==> config.mk <==
export PLATFORM = sky130hd
export DESIGN_NAME = av_egress_port
export DESIGN_NICKNAME = d
export VERILOG_FILES = /design/src/rtl/av_egress_pkg.sv /design/src/rtl/av_strap_latch.sv /design/src/rtl/av_ready_stage.sv /design/src/rtl/av_lane_pick.sv /design/src/rtl/av_egress_fsm.sv /design/src/rtl/av_egress_port.sv
export SDC_FILE = /design/constraint.sdc
export NUM_CORES = 1
export LEC_CHECK = 0
export CAP_MARGIN = 10
export CORE_MARGIN = 5
export CORE_UTILIZATION = 40
export DETAILED_ROUTE_END_ITERATION = 10
export DONT_BUFFER_PORTS = 1
export GPL_TIMING_DRIVEN = 0
export SYNTH_ARGS = -nofsm -noshare
export SYNTH_HDL_FRONTEND = slang
export SYNTH_SLANG_ARGS = --single-unit
==> constraint.sdc <==
create_clock -name clk -period 2.2 [get_ports clk]
set_input_delay 0.22 -clock clk [delete_from_list [all_inputs] [get_ports clk]]
set_output_delay 0.22 -clock clk [all_outputs]
set_load 0.005 [all_outputs]
==> src/rtl/av_egress_pkg.sv <==
package av_egress_pkg;

    typedef enum logic [1:0] {
        ST_EMPTY = 2'd0,
        ST_SOP   = 2'd1,
        ST_BODY  = 2'd2,
        ST_WAIT  = 2'd3
    } egress_state_t;

endpackage

==> src/rtl/av_strap_latch.sv <==
module av_strap_latch (
    input  logic clk,
    input  logic rst_n,
    input  logic crc_pad_i,
    input  logic seq_pad_i,
    output logic mode_le,
    output logic mode_dinv
);

    // Pads are sampled on every edge while reset is held; the last
    // sample before release is kept.
    always_ff @(posedge clk) begin
        if (!rst_n) begin
            mode_le   <= crc_pad_i;
            mode_dinv <= seq_pad_i;
        end
    end


    strap_hold_chk: assert property (@(posedge clk) disable iff (!rst_n)
        $past(rst_n) |-> ($stable(mode_le) && $stable(mode_dinv)));

endmodule

==> src/rtl/av_ready_stage.sv <==
module av_ready_stage (
    input  logic clk,
    input  logic rst_n,
    input  logic sink_ready,
    output logic rdy_q
);

    always_ff @(posedge clk or negedge rst_n) begin
        if (!rst_n) rdy_q <= 1'b0;
        else        rdy_q <= sink_ready;
    end

endmodule

==> src/rtl/av_lane_pick.sv <==
module av_lane_pick #(
    parameter int WB = 4,
    parameter int BW = 8,
    localparam int DW = WB * BW,
    localparam int CW = (WB > 1) ? $clog2(WB) : 1
) (
    input  logic [DW-1:0] word,
    input  logic [CW-1:0] idx,
    input  logic          le,
    output logic [BW-1:0] lane
);

    logic [BW-1:0] le_lane [WB];
    logic [BW-1:0] be_lane [WB];

    for (genvar k = 0; k < WB; k++) begin : g_lane
        assign le_lane[k] = word[k*BW +: BW];
        assign be_lane[k] = word[(WB-1-k)*BW +: BW];
    end

    always_comb begin
        lane = le ? le_lane[idx] : be_lane[idx];
    end

endmodule

==> src/rtl/av_egress_fsm.sv <==
module av_egress_fsm
    import av_egress_pkg::*;
#(
    parameter int WB = 4,
    parameter int BW = 8,
    localparam int DW = WB * BW,
    localparam int CW = (WB > 1) ? $clog2(WB) : 1
) (
    input  logic          clk,
    input  logic          rst_n,
    input  logic          rx_en,
    input  logic          rdy_q,
    input  logic          buf_valid,
    input  logic [DW-1:0] buf_word,
    input  logic          buf_last,
    input  logic [CW-1:0] buf_cnt,
    input  logic          buf_crc,
    input  logic          buf_seq,
    output logic          buf_pop,
    output logic [DW-1:0] hold_word,
    output logic [CW-1:0] byte_idx,
    output logic          out_valid,
    output logic          out_sync,
    output logic          err_crc,
    output logic          err_seq
);

    egress_state_t state, nstate;
    logic          hold_last;
    logic [CW-1:0] hold_cnt;
    logic [CW-1:0] end_idx;
    logic          held;
    logic          xfer;
    logic          word_end;
    logic          load_first;

    always_comb begin
        end_idx  = (hold_last && hold_cnt != '0) ? hold_cnt - 1'b1 : CW'(WB - 1);
        held     = (state == ST_SOP) || (state == ST_BODY);
        xfer     = held && rx_en && rdy_q;
        word_end = (byte_idx == end_idx);
    end

    // Transition logic
    always_comb begin
        nstate     = state;
        buf_pop    = 1'b0;
        load_first = 1'b0;
        unique case (state)
            ST_EMPTY: begin
                if (rx_en && buf_valid) begin
                    buf_pop    = 1'b1;
                    load_first = 1'b1;
                    nstate     = ST_SOP;
                end
            end
            ST_SOP, ST_BODY: begin
                if (xfer) begin
                    if (!word_end) begin
                        nstate = ST_BODY;
                    end else if (hold_last) begin
                        if (buf_valid) begin
                            buf_pop    = 1'b1;
                            load_first = 1'b1;
                            nstate     = ST_SOP;
                        end else begin
                            nstate = ST_EMPTY;
                        end
                    end else if (buf_valid) begin
                        buf_pop = 1'b1;
                        nstate  = ST_BODY;
                    end else begin
                        nstate = ST_WAIT;
                    end
                end
            end
            ST_WAIT: begin
                if (rx_en && buf_valid) begin
                    buf_pop = 1'b1;
                    nstate  = ST_BODY;
                end
            end
            default: nstate = ST_EMPTY;
        endcase
    end

    // State register
    always_ff @(posedge clk or negedge rst_n) begin
        if (!rst_n) state <= ST_EMPTY;
        else        state <= nstate;
    end

    // Holding register, byte pointer and packet status
    always_ff @(posedge clk or negedge rst_n) begin
        if (!rst_n) begin
            hold_word <= '0;
            hold_last <= 1'b0;
            hold_cnt  <= '0;
            byte_idx  <= '0;
            err_crc   <= 1'b0;
            err_seq   <= 1'b0;
        end else begin
            if (buf_pop) begin
                hold_word <= buf_word;
                hold_last <= buf_last;
                hold_cnt  <= buf_cnt;
                byte_idx  <= '0;
            end else if (xfer) begin
                byte_idx <= byte_idx + 1'b1;
            end
            if (load_first) begin
                err_crc <= buf_crc;
                err_seq <= buf_seq;
            end
        end
    end

    // Outputs
    always_comb begin
        out_valid = xfer;
        out_sync  = rx_en && (state == ST_SOP);
    end


    idx_range_chk: assert property (@(posedge clk) disable iff (!rst_n)
        held |-> (byte_idx <= end_idx));


    sop_once_chk: assert property (@(posedge clk) disable iff (!rst_n)
        (state == ST_SOP && xfer && !(word_end && hold_last)) |=> (state == ST_BODY || state == ST_WAIT));


    wait_quiet_chk: assert property (@(posedge clk) disable iff (!rst_n)
        (state == ST_WAIT) |-> !out_valid);

endmodule

==> src/rtl/av_egress_port.sv <==
module av_egress_port #(
    parameter int WB = 4,
    parameter int BW = 8,
    localparam int DW = WB * BW,
    localparam int CW = (WB > 1) ? $clog2(WB) : 1
) (
    input  logic          clk,
    input  logic          rst_n,
    input  logic          cfg_dir_tx,
    input  logic          buf_valid,
    input  logic [DW-1:0] buf_word,
    input  logic          buf_last,
    input  logic [CW-1:0] buf_cnt,
    input  logic          buf_crc,
    input  logic          buf_seq,
    output logic          buf_pop,
    input  logic          sink_ready,
    output logic [BW-1:0] av_data,
    output logic          av_valid,
    output logic          av_sync,
    output logic          av_oe,
    output logic          err_crc_o,
    output logic          err_seq_o,
    output logic          err_oe,
    input  logic          crc_pad_i,
    input  logic          seq_pad_i,
    output logic          mode_le,
    output logic          mode_dinv
);

    logic          rx_en;
    logic          rdy_q;
    logic [DW-1:0] hold_word;
    logic [CW-1:0] byte_idx;

    assign rx_en  = !cfg_dir_tx;
    assign av_oe  = rst_n && rx_en;
    assign err_oe = rst_n && rx_en;

    av_strap_latch u_strap (
        .clk       (clk),
        .rst_n     (rst_n),
        .crc_pad_i (crc_pad_i),
        .seq_pad_i (seq_pad_i),
        .mode_le   (mode_le),
        .mode_dinv (mode_dinv)
    );

    av_ready_stage u_rdy (
        .clk        (clk),
        .rst_n      (rst_n),
        .sink_ready (sink_ready),
        .rdy_q      (rdy_q)
    );

    av_egress_fsm #(.WB(WB), .BW(BW)) u_fsm (
        .clk       (clk),
        .rst_n     (rst_n),
        .rx_en     (rx_en),
        .rdy_q     (rdy_q),
        .buf_valid (buf_valid),
        .buf_word  (buf_word),
        .buf_last  (buf_last),
        .buf_cnt   (buf_cnt),
        .buf_crc   (buf_crc),
        .buf_seq   (buf_seq),
        .buf_pop   (buf_pop),
        .hold_word (hold_word),
        .byte_idx  (byte_idx),
        .out_valid (av_valid),
        .out_sync  (av_sync),
        .err_crc   (err_crc_o),
        .err_seq   (err_seq_o)
    );

    av_lane_pick #(.WB(WB), .BW(BW)) u_lane (
        .word (hold_word),
        .idx  (byte_idx),
        .le   (mode_le),
        .lane (av_data)
    );


    rdy_pipe_chk: assert property (@(posedge clk) disable iff (!rst_n)
        av_valid |-> $past(sink_ready));


    sync_hold_chk: assert property (@(posedge clk) disable iff (!rst_n)
        (av_sync && !av_valid) |=> (av_sync || cfg_dir_tx));


    err_stable_chk: assert property (@(posedge clk) disable iff (!rst_n)
        (av_valid && !av_sync) |-> ($stable(err_crc_o) && $stable(err_seq_o)));


    tx_quiet_chk: assert property (@(posedge clk) disable iff (!rst_n)
        cfg_dir_tx |-> (!av_valid && !buf_pop && !av_oe));


    always_comb begin
        if (!rst_n) begin
            rst_oe_chk: assert (!err_oe && !av_oe);
        end
    end

endmodule

==> metrics.cfg <==
[place]
io_buffers=0
dp_hpwl_mm=9.165
dp.cells=540
dp_slack_ns=-0.2145
globalplace.congestion=0.8494

[run]
cap_violations=0

[die]
die_h_um=108.2
start_util_pct=41.31
rows=35
coreArea_um2=9328
die_w_um=108.2
die_area_um2=11700
io_pins=61

[synthesis]
ys_types=41
yosys_warnings=0
yosysTopAreaCell=dfrtp_1
ys_ff_latch=44
ys_seq_area_share_pct=28.83
syn_inst=411
synth_area_per_cell_um2=9.376
synthFlopType=dfrtp_1
synth.top_cell.area_share_pct=27.27
synthTopCellsByArea=dfrtp_1 27%, o211ai_2 9.7%, mux4_2 9.4%, o2111ai_1 8.0%, nand2_1 5.9%
syn_area_um2=3854
synth-async-reset-ratio_pct=95.45
synth_edf_count=2
syn_nets=460

[clock_network]
cts_tree=yes
cts_buffer_depth=2
cts-buffers-inserted=5
htreeDepth=2
root_buffer=clkbuf_8
clk_pin_slew_ns=0.10
clock_sinks=44
clock_latency_ns=0.32

[setup_path]
slowest_stage=dfrtp_1
cp.arrival_ns=1.98
crit_type=flip-flop to primary output
required_ns=1.98
cp_cell_sequence=inv_2, ha_4, nand2b_4, xnor2_4, and3_1, buf_6, buf_8, o21ai_2, a21oi_2
r2r_slack_ns=0.02
critPathLaunchType=flip-flop
path_max_fanout=4
end_kind=primary output
worst_path_largest_cell_delay_ns=0.40

[timing]
finalSetupViolCount=0
rsz0062_at_grt=true
finalCritPeriodShare_pct=99.80
worst_pin_slew_ns=0.6875
finalHoldViolations=0
fin_crit_ns=2.196
max_freq_mhz=455.5
final_max_slew_viol_count=0
setup_ws_ns=0.004428
hold_slack_ns=0.05903
worst_slew_margin_rel_pct=54.17
finalClockSkew_ns=0.01002

[global_route]
grt_use_total_pct=23.15
grt_max_degree=43
grt_overflow_total=0
grt_pass1_wl_mm=20.85
grt_pass1_vias=3541
antenna_found_initial=0

[pwr]
power_mw=6.563
power_density_nw_per_um2=1488
p_comb_share_pct=67.7
leakagePower_nw=1.479
ir_drop_mv=0.5791
power_switching_mw=3.323
p_seq_share_pct=21.9
p_clk_share_pct=10.4
internal-power_mw=3.239
p_sw_share_pct=50.64

[routing]
first_pass_iters=5
wl_mm=13.41
drcViolationCount=0
drtIter0Drc=407
drt-wirelength-per-cell_um=23.98
vias=3641
via_per_inst=6.513
route.antenna.remaining_nets=0

[final_layout]
nets=478
antennaDiodeCount=0
syn_to_final_growth_pct=14.48
drive_gt1_share_pct=28.84
fillers=881
final_cells=559

[worst_hold_path]
hold_class=input port to flip-flop

[run_status]
status=complete, no violations

-- placed cells by master, fill, tap and decap left out, types with 14 or more instances in the layout --
cell type  synthesis  layout
a221oi_1          26      21
buf_4              4      14
clkbuf_1          30      16
dfrtp_1           42      40
mux4_2            16      16
nand2_1           61      61
nor2b_1           29      28
nor3b_1           26      26
o2111ai_1         35      29
o211ai_2          30      30
-- final cells by class --
class / instances / area [µm²] / share of cell area (%)
Sequential cell: 44 / 1114 / 25.24
Inverter: 5 / 18.77 / 0.4254
Buffer: 49 / 280.3 / 6.353
Clock buffer: 5 / 68.82 / 1.560
Clock inverter: 3 / 42.54 / 0.9643
Timing Repair Buffer: 13 / 127.6 / 2.893
Tap cell: 129 / 161.4 / 3.659
Multi-Input combinational cell: 311 / 2599 / 58.91
-- through the flow --
stage	setup TNS (ns)	area, µm²	utilization (%)
final	0	4412	47.30
after CTS	-0.09118	4242	45.47
after floorplan	0	3854	-
after detailed placement	-3.251	4015	43.04
after global routing	-0.4326	4412	47.30
after global placement	-2.833	4015	43.04
-- power by group through the flow --
stage               registers, mW  clock network [mW]  logic, mW
finish                       1.44               0.681       4.44
global route                 1.47               0.709       4.80
CTS                          1.41               0.680       4.11
detailed placement           1.43                   0       3.97
global placement             1.41                   0       3.89
floorplan                    1.30                   0       3.04
-- worst max-delay path: cells and delay by family, from the launching register on --
kind                       cells  cell delay [ns]
buffers and inverters          3             0.28
xor gates and xnor gates       1             0.17
adders and majority gates      1             0.28
DFF                            1             0.40
AOI/OAI and AO/OA              2             0.25
and+or+nand+nor                2             0.26
-- Yosys cell counts (all sizes together) (2+ instances only) --
library cell and count:
a21oi 11, a221oi 26, a2bb2oi 2, a31oi 2
buf 21, clkbuf 30, dfrtp 42, edfxtp 2
ha 5, inv 5, mux2 8, mux4 16
nand2 61, nand2b 4, nand3 2, nand3b 10
nand4 2, nor2 11, nor2b 29, nor3b 26
o2111ai 35, o211ai 36, o21ai 13
-- registers in the layout, summed over array words and instances, names as in the netlist --
signal	cells
u_fsm.err_crc	1
u_fsm.hold_last	1
u_fsm.byte_idx	2
u_strap.mode_le	1
u_fsm.err_seq	1
u_fsm.hold_word	32
u_strap.mode_dinv	1
u_rdy.rdy_q	1
u_fsm.state	2
u_fsm.hold_cnt	2
-- final timing paths --
check / from / endpoint / cells past startpoint
max: u_fsm.hold_cnt[1] / buf_pop / 9
min: buf_last / u_fsm.hold_last / 2
max reg2reg: u_fsm.hold_cnt[1] / u_fsm.hold_word[5] / 9
min reg2reg: u_fsm.state[1] / u_fsm.state[1] / 2
max in group asynchronous: rst_n / u_fsm.byte_idx[1] / 2
min in group asynchronous: rst_n / u_fsm.hold_cnt[1] / 2
-- kinds of logic after synthesis --
kind of cell	share of synthesized area (%)
AOI/OAI and AO/OA	29.29
xor gates and xnor gates	0.4546
adders and majority gates	1.623
buffers and inverters	6.818
DFF	28.83
muxes	11.95
and+or+nand+nor	21.04
-- repair_timing --
item	4_1_cts	5_1_grt
hold endpoints to repair	45	0
hold buffers	5	0
pin swaps	1	4
buffers inserted	2	6
endpoints found under the setup margin	46	43
resized for setup	14	44
cloned	0	0
-- routing by layer --
layer	routed length, µm	track usage [%]
met1	5602	31.21
met5	0	0
met2	6223	36.06
met4	173	6.583
met3	1405	6.925
(Power assumes the default switching activity.)
